## src/rtl/can_bt_pkg.sv

```systemverilog
package can_bt_pkg;
  localparam int BRP_W = 4;
  localparam int SEG_W = 3;
  localparam int SJW_W = 2;
  localparam int LEN_W = 6;

  typedef struct packed {
    logic [SJW_W-1:0] sjw;
    logic [SEG_W-1:0] ph_b;
    logic [SEG_W-1:0] ph_a;
    logic [SEG_W-1:0] prop;
    logic             triple;
    logic [BRP_W-1:0] brp;
  } bt_word_t;

  function automatic logic [LEN_W-1:0] code_len(input logic [SEG_W-1:0] c);
    return LEN_W'(c) + LEN_W'(1);
  endfunction

  function automatic logic [LEN_W-1:0] phase_len(input logic [SEG_W-1:0] c);
    return (c == '0) ? LEN_W'(2) : LEN_W'(c) + LEN_W'(1);
  endfunction

  function automatic logic [LEN_W-1:0] jump_len(input logic [SJW_W-1:0] c);
    return LEN_W'(c) + LEN_W'(1);
  endfunction
endpackage

```

## src/rtl/cbt_prescaler.sv

```systemverilog
module cbt_prescaler #(
  parameter int W = 4
) (
  input  logic         clk,
  input  logic         rst,
  input  logic         en,
  input  logic [W-1:0] div,
  output logic         tick
);
  logic [W-1:0] cnt;

  assign tick = en && (cnt >= div);

  always_ff @(posedge clk) begin
    if (rst || !en)     cnt <= '0;
    else if (cnt >= div) cnt <= '0;
    else                cnt <= cnt + W'(1);
  end
endmodule

```

## src/rtl/cbt_sequencer.sv

```systemverilog
module cbt_sequencer #(
  parameter int LW = 6
) (
  input  logic          clk,
  input  logic          rst,
  input  logic          en,
  input  logic          tick,
  input  logic          rx_s,
  input  logic [LW-1:0] prop_len,
  input  logic [LW-1:0] pha_len,
  input  logic [LW-1:0] phb_len,
  input  logic [LW-1:0] sjw_len,
  output logic          sample_pt,
  output logic          tx_stb,
  output logic [LW-1:0] ext_o,
  output logic [LW-1:0] cut_o
);
  logic          hunting, last_rx, rs_done;
  logic [LW-1:0] pos, ext_q, cut_q;
  logic          fall, can_rs, len_case, cut_case, jump, bit_end;
  logic [LW-1:0] sp_cur, end_cur, err_b, ext_n, cut_n, sp_n, end_n;

  always_comb begin
    fall     = last_rx && !rx_s;
    can_rs   = fall && !hunting && !rs_done && (pos != '0);
    sp_cur   = prop_len + pha_len + ext_q;
    end_cur  = sp_cur + phb_len - cut_q;
    len_case = can_rs && (pos < sp_cur);
    cut_case = can_rs && (pos > sp_cur);
    err_b    = end_cur + LW'(1) - pos;
    jump     = cut_case && (err_b <= sjw_len);
    ext_n    = len_case ? ((pos < sjw_len) ? pos : sjw_len) : ext_q;
    cut_n    = (cut_case && !jump) ? sjw_len : cut_q;
    sp_n     = prop_len + pha_len + ext_n;
    end_n    = sp_n + phb_len - cut_n;
    sample_pt = tick && !hunting && (pos == sp_n);
    bit_end   = tick && !hunting && !jump && (pos == end_n);
  end

  assign ext_o = ext_q;
  assign cut_o = cut_q;

  always_ff @(posedge clk) begin
    if (rst || !en) begin
      hunting <= 1'b1;
      last_rx <= 1'b1;
      rs_done <= 1'b0;
      pos     <= '0;
      ext_q   <= '0;
      cut_q   <= '0;
      tx_stb  <= 1'b0;
    end else begin
      tx_stb <= 1'b0;
      if (tick) begin
        last_rx <= rx_s;
        if (hunting) begin
          if (fall) begin
            hunting <= 1'b0;
            pos     <= LW'(1);
            ext_q   <= '0;
            cut_q   <= '0;
            rs_done <= 1'b0;
          end
        end else if (jump || bit_end) begin
          pos     <= jump ? LW'(1) : '0;
          ext_q   <= '0;
          cut_q   <= '0;
          rs_done <= 1'b0;
          tx_stb  <= 1'b1;
        end else begin
          pos     <= pos + LW'(1);
          ext_q   <= ext_n;
          cut_q   <= cut_n;
          rs_done <= rs_done || len_case || cut_case;
        end
      end
    end
  end
endmodule

```

## src/rtl/cbt_sampler.sv

```systemverilog
module cbt_sampler (
  input  logic clk,
  input  logic rst,
  input  logic en,
  input  logic tick,
  input  logic rx_s,
  input  logic triple,
  input  logic sample_pt,
  output logic rx_bit,
  output logic sample_stb
);
  logic [1:0] hist;
  logic       vote;

  assign vote = (hist[1] & hist[0]) | (hist[1] & rx_s) | (hist[0] & rx_s);

  always_ff @(posedge clk) begin
    if (rst) begin
      hist       <= 2'b11;
      rx_bit     <= 1'b1;
      sample_stb <= 1'b0;
    end else if (!en) begin
      hist       <= 2'b11;
      sample_stb <= 1'b0;
    end else begin
      sample_stb <= sample_pt;
      if (tick) hist <= {hist[0], rx_s};
      if (sample_pt) rx_bit <= triple ? vote : rx_s;
    end
  end
endmodule

```

## src/rtl/can_bit_timing.sv

```systemverilog
module can_bit_timing
  import can_bt_pkg::*;
(
  input  logic        clk,
  input  logic        rst,
  input  logic        en,
  input  logic [15:0] cfg,
  input  logic        rx_raw,
  output logic        rx_bit,
  output logic        sample_stb,
  output logic        tx_stb,
  output logic        cfg_err
);
  bt_word_t          w;
  logic              rx_s, tick, sample_pt;
  logic [LEN_W-1:0]  prop_len, pha_len, phb_len, sjw_len, ext_len, cut_len;

  assign w        = bt_word_t'(cfg);
  assign prop_len = code_len(w.prop);
  assign pha_len  = phase_len(w.ph_a);
  assign phb_len  = phase_len(w.ph_b);
  assign sjw_len  = jump_len(w.sjw);

  always_ff @(posedge clk) begin
    if (rst) begin
      rx_s    <= 1'b1;
      cfg_err <= 1'b0;
    end else begin
      rx_s    <= rx_raw;
      cfg_err <= (w.ph_a == '0) || (w.ph_b == '0);
    end
  end

  cbt_prescaler #(.W(BRP_W)) u_pre (
    .clk(clk), .rst(rst), .en(en), .div(w.brp), .tick(tick)
  );

  cbt_sequencer #(.LW(LEN_W)) u_seq (
    .clk(clk), .rst(rst), .en(en), .tick(tick), .rx_s(rx_s),
    .prop_len(prop_len), .pha_len(pha_len), .phb_len(phb_len),
    .sjw_len(sjw_len), .sample_pt(sample_pt), .tx_stb(tx_stb),
    .ext_o(ext_len), .cut_o(cut_len)
  );

  cbt_sampler u_smp (
    .clk(clk), .rst(rst), .en(en), .tick(tick), .rx_s(rx_s),
    .triple(w.triple), .sample_pt(sample_pt),
    .rx_bit(rx_bit), .sample_stb(sample_stb)
  );
endmodule

```

## config.mk

```make
export PLATFORM = sky130hd
export DESIGN_NAME = can_bit_timing
export DESIGN_NICKNAME = d
export VERILOG_FILES = /design/src/rtl/can_bt_pkg.sv /design/src/rtl/cbt_prescaler.sv /design/src/rtl/cbt_sequencer.sv /design/src/rtl/cbt_sampler.sv /design/src/rtl/can_bit_timing.sv
export SDC_FILE = /design/constraint.sdc
export NUM_CORES = 1
export LEC_CHECK = 0
export ABC_AREA = 0
export BUFFER_PORTS_ARGS = -buffer_cell sky130_fd_sc_hd__buf_4
export CELL_PAD_IN_SITES_DETAIL_PLACEMENT = 0
export CELL_PAD_IN_SITES_GLOBAL_PLACEMENT = 1
export CORE_ASPECT_RATIO = 0.75
export CORE_MARGIN = 2
export CORE_UTILIZATION = 25
export CTS_BUF_LIST = sky130_fd_sc_hd__clkbuf_8
export DETAILED_ROUTE_END_ITERATION = 10
export GPL_TIMING_DRIVEN = 1
export PLACE_DENSITY_LB_ADDON = 0.3
export SETUP_SLACK_MARGIN = 0.3
export SYNTH_ARGS = -nofsm -noshare
export SYNTH_HDL_FRONTEND = slang
export SYNTH_SLANG_ARGS = --single-unit
```

## constraint.sdc

```tcl
create_clock -name clk -period 25 [get_ports clk]
set_input_delay 2.5 -clock clk [delete_from_list [all_inputs] [get_ports clk]]
set_output_delay 2.5 -clock clk [all_outputs]
set_load 0.02 [all_outputs]
```

==> qor.yml, run 1 <==
area_delta_synth_final_pct: 14.0
nNetsFinal: 498
via_count: 2647
max_stage_delay_ns: 0.63
antenna_found_initial: 0
initial_core_util_pct: 25.6
cts_root_buf: "clkbuf_8"
cts_tree: "done"
grt_max_degree: 14
crit_top_cell: "ha_1"
die_width_um: 137
dr.first_iter.drc_count: 95
first_pass_iters: 4
synth_flop_cell: "dfxtp_1"
cts_sinks: 31
fin_skew_ns: 0.00171
min_path_type: "flip-flop to flip-flop"
period_needed_ns: 10.67
maxSlewViolCount: 0
leakagePower_nw: 1.71
setup_tns_ns: 0
irDropWorstVdd_v: 0.0000172
num_rows: 36
final_cell_mix: "ha_1, inv_1, dfxtp_1"
drv_cap: 0
ys_ff_latch: 31
hold_buffers: 0
layout_commonest_cell: "ha_1"
crit_fanout: 13
grt_util_all_layers_pct: 13.2
hold_viol_final: 0
cts-resized-gates: 0
synth_cells: 389
cp_slowest_cell: "o31ai_1"
hold_slack_ns: 0.453
timing.fmax_mhz: 93.7
clk_latency_ns: 0.28
antennaDiodeCount: 0
arrival_ns: 10.89
r2r_cells: 26
final_util_pct: 29.2
die_h_um: 104
routed_wl_um: 8720
cp_data_required_time_ns: 25.22
coreArea_sq_mm: 0.0130
port_buffers: 23
placed_area_sq_mm: 0.00367
end_kind: "flip-flop"
layout-drive-gt1-share_pct: 9.95
syn-cell-area_sq_mm: 0.00332
clk_path_buf_depth: 2
grt_pass1_wl_um: 14500
synth_edf_count: 0
syn_nets: 476
grt-ovfl-total: 0
rsz0062_at_grt: "no"
avgRoutedWirePerCell_um: 15.0
yosys_warnings: 0
io_pins: 24
dp_hpwl_um: 7290
slew_headroom_pct: 45.9
ant_nets: 0
gp_congestion: 0.817
synth_sequential_area_ratio_pct: 18.7
start_kind: "input pin"
remaining_drc_errors: 0
dieArea_sq_mm: 0.0142
synth_cell_types: 52
power_mw: 0.182
status: "completed"
ctsHtreeMaxLevel: 2
synthArstFlopShare_pct: 0
finalCritPeriodShare_pct: 42.7
nFillCells: 1410
numCtsBuffers: 5
grt_pass1_vias: 2736
worst_pin_slew_ns: 0.803
cts_setup_buffers: 0
fin_area_sq_mm: 0.00379
clkTransAtPathRegs_ns: 0.07
synth.avg_cell_area_sq_um: 8.54
p_per_area_mw_per_mm2: 48.1
holdPathStages: 2
path_class: "input pin to flip-flop"
setup_viol: 0
vias_per_cell: 4.54
cell usage after synthesis, drive strengths merged (2+ instances only):
library cell	n	area (sq um)
a221o	2	20.0
or3	3	18.8
xnor2	23	201
and3	8	50.1
or2	5	31.3
ha	51	638
nand2b	16	100
o21a	3	22.5
clkbuf	4	15.0
and4	2	17.5
o21ai	12	60.1
a22o	2	17.5
nor3	8	45.0
nand3	10	50.1
mux2	3	33.8
nor2	23	86.3
a21o	13	97.6
o31ai	2	15.0
a211o	3	26.3
fa	16	320
dfxtp	31	621
nand2	19	71.3
nand4	2	12.5
buf	4	22.5
a211oi	5	42.5
a21oi	29	145
inv	48	180
o21bai	2	15.0
nor2b	10	62.6
mux2i	5	50.1
xor2	9	78.8
state kept, by name (all words and copies together), names as in the netlist:
name	count
u_smp.hist	2
u_smp.sample_stb	1
u_seq.pos	6
cfg_err	1
u_pre.cnt	4
rx_s	1
u_seq.tx_stb	1
u_seq.hunting	1
u_smp.rx_bit	1
u_seq.cut_o	6
u_seq.rs_done	1
u_seq.ext_o	6
final timing paths:
path | slack (ns) | from | end
min | 0.45 | u_seq.cut_o[2] | u_seq.cut_o[2]
max | 14.33 | cfg[8] | u_seq.ext_o[4]
min reg2reg | 0.45 | u_seq.cut_o[2] | u_seq.cut_o[2]
max reg2reg | 17.31 | u_seq.ext_o[0] | u_seq.ext_o[4]
kinds of logic after synthesis:
family	after synthesis	share of synthesized area (%)
XOR/XNOR	33	9.11
AO/OA/AOI/OAI	85	17.2
flip-flops	31	18.7
buffers and inverters	56	6.55
adder cells (fa/ha/maj)	67	28.8
multiplexers	8	2.52
AND/OR/NAND/NOR	109	17.1
through the flow:
step | worst slack [ns] | instances
floorplan | 14.94 | 389
global placement | 14.25 | 575
detailed placement | 14.08 | 575
CTS | 14.34 | 583
global route | 13.78 | 583
finish | 14.33 | 583
area by class of cell:
class	instances	area, sq um	share of cell area [%]
Inverter	48	180	4.75
Timing Repair Buffer	23	173	4.56
Clock buffer	6	82.6	2.18
Clock inverter	2	35.0	0.924
Tap cell	171	214	5.65
Multi-Input combinational cell	302	2480	65.6
Sequential cell	31	621	16.4
report_power, final:
part | switching [mW] | total, mW | internal (mW)
registers | 0.000326 | 0.0501 | 0.0497
logic | 0.0438 | 0.0801 | 0.0363
clock network | 0.0199 | 0.0521 | 0.0322
metal layers:
layer  wire length [um]  track usage, %  vias up
li1                   -               -     1378
met1               4770            21.0     1232
met2               3440            18.6       33
met3                461            2.14        4
met4                 48            1.99        0
met5                  0               0        -
worst max-delay path, delay by kind of cell:
family / cells / cell delay (ns)
adder cells (fa/ha/maj): 9 / 3.37
AND/OR/NAND/NOR: 6 / 0.98
buffers and inverters: 4 / 0.27
multiplexers: 1 / 0.45
XOR/XNOR: 3 / 0.77
AO/OA/AOI/OAI: 10 / 2.55
Note: power is estimated with default switching activity, not from simulation.
==> inputs of run 2 (changes only) <==
Clock period 25 ns to 9.2 ns, I/O delays scaled along.
==> qor.yml, run 2 (synthesis results as in run 1) <==
status: "completed"  # unchanged
grt_util_all_layers_pct: 13.2  # about the same
dieArea_sq_mm: 0.0142  # unchanged
io_pins: 24  # unchanged
combPwrFrac_pct: 44.6  # was 44.0%
hold_viol_final: 0  # unchanged
cts-resized-gates: 0  # unchanged
timing.fmax_mhz: 119
switching_share_pct: 35.5  # was 35.1%
cts_sinks: 31  # unchanged
grt-ovfl-total: 0  # unchanged
ant_nets: 0  # unchanged
port_buffers: 23  # unchanged
vias_per_cell: 4.61  # was 4.54
cp_slowest_cell: "fa_1"  # was o31ai_1
p_per_area_mw_per_mm2: 130  # was 48.1 mW/mm^2
arrival_ns: 8.60  # was 10.89 ns
final_cell_mix: "ha_1, inv_1, dfxtp_1"  # unchanged
finalCritPeriodShare_pct: 91.1
die_width_um: 137  # unchanged
fin_ws_ns: 0.820  # was 14.33 ns
first_pass_iters: 4  # unchanged
hold_buffers: 0  # unchanged
seqPwrFrac_pct: 27.1  # was 27.5%
cts_tree: "done"  # unchanged
start_kind: "input pin"  # unchanged
clk_path_buf_depth: 2  # unchanged
dp_hpwl_um: 7430  # was 7290 um
slew_headroom_pct: 47.9  # was 45.9%
cts_setup_buffers: 0  # unchanged
setup_tns_ns: 0  # unchanged
coreArea_sq_mm: 0.0130  # unchanged
cp_data_required_time_ns: 9.42  # was 25.22 ns
area_delta_synth_final_pct: 16.4  # was 14.0%
grt_pass1_wl_um: 14600  # was 14,500 um
rsz0062_at_grt: "no"  # unchanged
grt_pass1_vias: 2730  # was 2,736
min_path_type: "flip-flop to flip-flop"  # unchanged
layout_commonest_cell: "ha_1"  # unchanged
drv_cap: 0  # unchanged
crit_fanout: 7  # was 13
setup_viol: 0  # unchanged
antenna_found_initial: 0  # unchanged
final_util_pct: 29.8  # was 29.2%
via_count: 2716  # was 2,647
maxSlewViolCount: 0  # unchanged
initial_core_util_pct: 25.6  # unchanged
p_int_mw: 0.324  # was 0.118 mW
worst_pin_slew_ns: 0.780  # was 0.803 ns
grt_max_degree: 14  # unchanged
crit_top_cell: "ha_1"  # unchanged
switchingPower_mw: 0.178  # was 0.0640 mW
clkTransAtPathRegs_ns: 0.07  # about the same
clk_latency_ns: 0.29  # was 0.28 ns
gp_congestion: 0.814  # was 0.817
layout-drive-gt1-share_pct: 12.7  # was 9.95%
max_stage_delay_ns: 0.61  # was 0.63 ns
fin_skew_ns: 0.00937  # was 0.00171 ns
antennaDiodeCount: 0  # unchanged
num_rows: 36  # unchanged
avgRoutedWirePerCell_um: 15.2  # was 15.0 um
path_class: "input pin to flip-flop"  # unchanged
dp_slack_ns: 0.0427  # was 14.08 ns
nNetsFinal: 504  # was 498
p_clk_share_pct: 28.3  # was 28.6%
routed_wl_um: 8930  # was 8720 um
die_h_um: 104  # unchanged
end_kind: "flip-flop"  # unchanged
dr.first_iter.drc_count: 175  # was 95
numCtsBuffers: 5  # unchanged
period_needed_ns: 8.38
leakagePower_nw: 1.75  # was 1.71 nW
ctsHtreeMaxLevel: 2  # unchanged
irDropWorstVdd_v: 0.0000579  # was 0.0000172 V
nFillCells: 1435  # was 1,410
multiInputGateArea_sq_mm: 0.00253  # was 0.00248 sq mm
cts_root_buf: "clkbuf_8"  # unchanged
remaining_drc_errors: 0  # unchanged
seq_area_sq_um: 621  # unchanged
-- run 2: routing by layer --
metal  vias up  GRT usage [%]  part of all wire (%)
met5         -              0                     0
met4         0           2.28                  0.64
met3         6           2.00                   4.7
met2        43           18.6                    40
met1      1274           21.2                    55
li1       1393              -                     -
-- run 2: per-stage QoR --
step	hold WS (ns)	power (mW)	instances	cell area (sq um)
after floorplan	0.430	0.306	389	3320
after global placement	0.442	0.359	580	3710
after detailed placement	0.446	0.362	580	3710
after CTS	0.456	0.506	588	3830
after global routing	0.507	0.548	589	3870
final	0.455	0.502	589	3870
-- run 2: path summary, 6_finish.rpt --
kind                                startpoint             end  slack, ns  cells after the start
worst max-delay path                    cfg[8]  u_seq.ext_o[3]       0.82                     33
worst min-delay path            u_seq.cut_o[2]  u_seq.cut_o[2]       0.46                      2
worst max register to register  u_seq.ext_o[0]  u_seq.ext_o[3]       2.22                     26
worst min register to register  u_seq.cut_o[2]  u_seq.cut_o[2]       0.46                      2
-- run 2: layout make-up --
| type | count | share of cell area [%] |
|---|---|---|
| multi-input cells | 303 | 65.3 |
| flip-flops and latches | 31 | 16.0 |
| well taps | 171 | 5.53 |
| repair buffers | 28 | 5.43 |
| inverters | 48 | 4.66 |
| clock buffers | 6 | 2.13 |
| clock inverters | 2 | 0.906 |
-- run 2: power groups by stage --
stage	logic [mW]	clock network, mW	registers [mW]
after floorplan	0.167	0	0.139
after global placement	0.220	0	0.139
after detailed placement	0.223	0	0.139
after CTS	0.224	0.146	0.136
after global routing	0.257	0.155	0.136
final	0.224	0.142	0.136
-- run 2: worst max-delay path, delay by kind of cell --
family / cells / cell delay [ns]
fa+ha+maj: 8 / 2.84
compound gates: 11 / 2.34
simple gates: 5 / 1.10
xor+xnor: 3 / 0.71
buf+inv: 5 / 0.35
mux: 1 / 0.35
==> inputs of run 3 (changes only) <==
Settings changed: CORE_MARGIN 2 to 3.
==> qor.yml, run 3 (synthesis results as in run 1) <==
max_stage_delay_ns: 0.56  # was 0.61 ns
crit_top_cell: "ha_1"  # unchanged
seqPwrFrac_pct: 26.8  # was 27.1%
finalCritPeriodShare_pct: 91.8  # was 91.1%
worst_pin_slew_ns: 0.812  # was 0.780 ns
area_delta_synth_final_pct: 16.4  # unchanged
io_pins: 24  # unchanged
maxSlewViolCount: 0  # unchanged
grt-ovfl-total: 0  # unchanged
vias_per_cell: 4.62  # was 4.61
port_buffers: 23  # unchanged
leakagePower_nw: 1.75  # about the same
rsz0062_at_grt: "no"  # unchanged
path_class: "input pin to flip-flop"  # unchanged
r2r_setup_slack_ns: 2.13  # was 2.22 ns
remaining_drc_errors: 0  # unchanged
p_per_area_mw_per_mm2: 131  # was 130 mW/mm^2
numPlacedInstances: 574  # was 580
crit_fanout: 7  # unchanged
min_path_type: "flip-flop to flip-flop"  # unchanged
layout-drive-gt1-share_pct: 13.2  # was 12.7%
nFillCells: 1333  # was 1,435
hold_buffers: 0  # unchanged
setup_viol: 0  # unchanged
numCtsBuffers: 5  # unchanged
grt_max_degree: 14  # unchanged
gp_congestion: 0.830  # was 0.814
clkTransAtPathRegs_ns: 0.07  # about the same
first_pass_iters: 4  # unchanged
fin_area_sq_mm: 0.00387  # unchanged
irDropWorstVdd_v: 0.0000625  # was 0.0000579 V
start_kind: "input pin"  # unchanged
switchingPower_mw: 0.183  # was 0.178 mW
end_kind: "flip-flop"  # unchanged
period_needed_ns: 8.44  # was 8.38 ns
grt_util_all_layers_pct: 12.2  # was 13.2%
power_mw: 0.508  # was 0.502 mW
antenna_found_initial: 0  # unchanged
layout_commonest_cell: "ha_1"  # unchanged
p_int_mw: 0.325  # was 0.324 mW
grt_pass1_vias: 2568  # was 2,730
cp_slowest_cell: "fa_1"  # unchanged
via_count: 2691  # was 2,716
drv_cap: 0  # unchanged
clk_path_buf_depth: 2  # unchanged
coreArea_sq_mm: 0.0126  # was 0.0130 sq mm
r2r_end: "u_seq.cut_o[1]"  # was u_seq.ext_o[3]
cts_sinks: 31  # unchanged
placed_area_sq_mm: 0.00370  # was 0.00371 sq mm
reg2reg_from: "u_seq.ext_o[0]"  # unchanged
fin_skew_ns: 0.0102  # was 0.00937 ns
fin_ws_ns: 0.757  # was 0.820 ns
grt_pass1_wl_um: 14300  # was 14,600 um
setup_tns_ns: 0  # unchanged
clk_latency_ns: 0.29  # about the same
fin_cells: 583  # was 589
r2r_cells: 26  # unchanged
hold_viol_final: 0  # unchanged
cts_tree: "done"  # unchanged
worstSetupStartpoint: "cfg[8]"  # unchanged
final_cell_mix: "ha_1, inv_1, dfxtp_1"  # unchanged
arrival_ns: 8.65  # was 8.60 ns
status: "completed"  # unchanged
dp_slack_ns: 0.0915  # was 0.0427 ns
avgRoutedWirePerCell_um: 15.6  # was 15.2 um
num_rows: 35  # was 36
timing.fmax_mhz: 118  # was 119 MHz
p_clk_share_pct: 28.2  # was 28.3%
dp_hpwl_um: 7480  # was 7430 um
final_util_pct: 30.7  # was 29.8%
combPwrFrac_pct: 45.1  # was 44.6%
setup.worst_path.end: "u_seq.cut_o[1]"  # was u_seq.ext_o[3]
initial_core_util_pct: 26.3  # was 25.6%
cts_root_buf: "clkbuf_8"  # unchanged
die_h_um: 106  # was 104 um
routed_wl_um: 9100  # was 8930 um
ctsHtreeMaxLevel: 2  # unchanged
antennaDiodeCount: 0  # unchanged
dieArea_sq_mm: 0.0147  # was 0.0142 sq mm
cp_data_required_time_ns: 9.40  # was 9.42 ns
dr.first_iter.drc_count: 131  # was 175
hold_slack_ns: 0.458  # was 0.455 ns
ant_nets: 0  # unchanged
die_width_um: 139  # was 137 um
slew_headroom_pct: 45.7  # was 47.9%
switching_share_pct: 36.0  # was 35.5%
nNetsFinal: 503  # was 504
-- run 3: cell types whose count changed in the layout (fill, tap and decap cells not counted), sizes merged --
cell | previous run | this run
buf | 28 | 27
-- run 3: power by group through the flow --
stage          clock, mW  combinational, mW  sequential (mW)
3_3_place_gp           0              0.220            0.139
6_report           0.143              0.229            0.136
2_1_floorplan          0              0.167            0.139
3_5_place_dp           0              0.223            0.139
4_1_cts            0.145              0.225            0.136
5_1_grt            0.152              0.259            0.136
-- run 3: critical path: cells and delay by family --
kind            cells  cell delay (ns)
fa+ha+maj           9             3.31
compound gates     10             2.05
simple gates        6             1.04
buf+inv             4             0.29
xor+xnor            3             0.63
mux                 1             0.40
-- run 3: worst min-delay path by stage --
stage                   start              to  slack (ns)  cells past startpoint
2_1_floorplan    u_pre.cnt[0]    u_pre.cnt[0]        0.43                      1
3_3_place_gp   u_seq.cut_o[2]  u_seq.cut_o[2]        0.44                      2
3_5_place_dp   u_seq.cut_o[2]  u_seq.cut_o[2]        0.45                      2
4_1_cts        u_seq.cut_o[2]  u_seq.cut_o[2]        0.46                      2
5_1_grt        u_seq.cut_o[2]  u_seq.cut_o[2]        0.49                      2
6_report       u_seq.cut_o[2]  u_seq.cut_o[2]        0.46                      2
-- run 3: metal layers --
metal	vias up	routed length, um	global-route usage (%)
met5	-	0	0
li1	1398	-	-
met2	40	3560	17.3
met3	7	372	1.59
met4	0	51	2.09
met1	1246	5110	19.4
-- run 3: cell type report --
| class | instances | area (sq um) | area share, % |
|---|---|---|---|
| sequential | 31 | 621 | 16.0 |
| timing repair buffer | 27 | 203 | 5.24 |
| inverter | 48 | 180 | 4.66 |
| clock inverter | 2 | 35.0 | 0.906 |
| clock buffer | 6 | 82.6 | 2.13 |
| multi-input combinational | 303 | 2540 | 65.7 |
| tap | 166 | 208 | 5.37 |
-- run 3: timing repair --
action	4_1_cts	5_1_grt
setup buffers	0	0
gates resized for setup	0	11
endpoints found under the setup margin	0	18
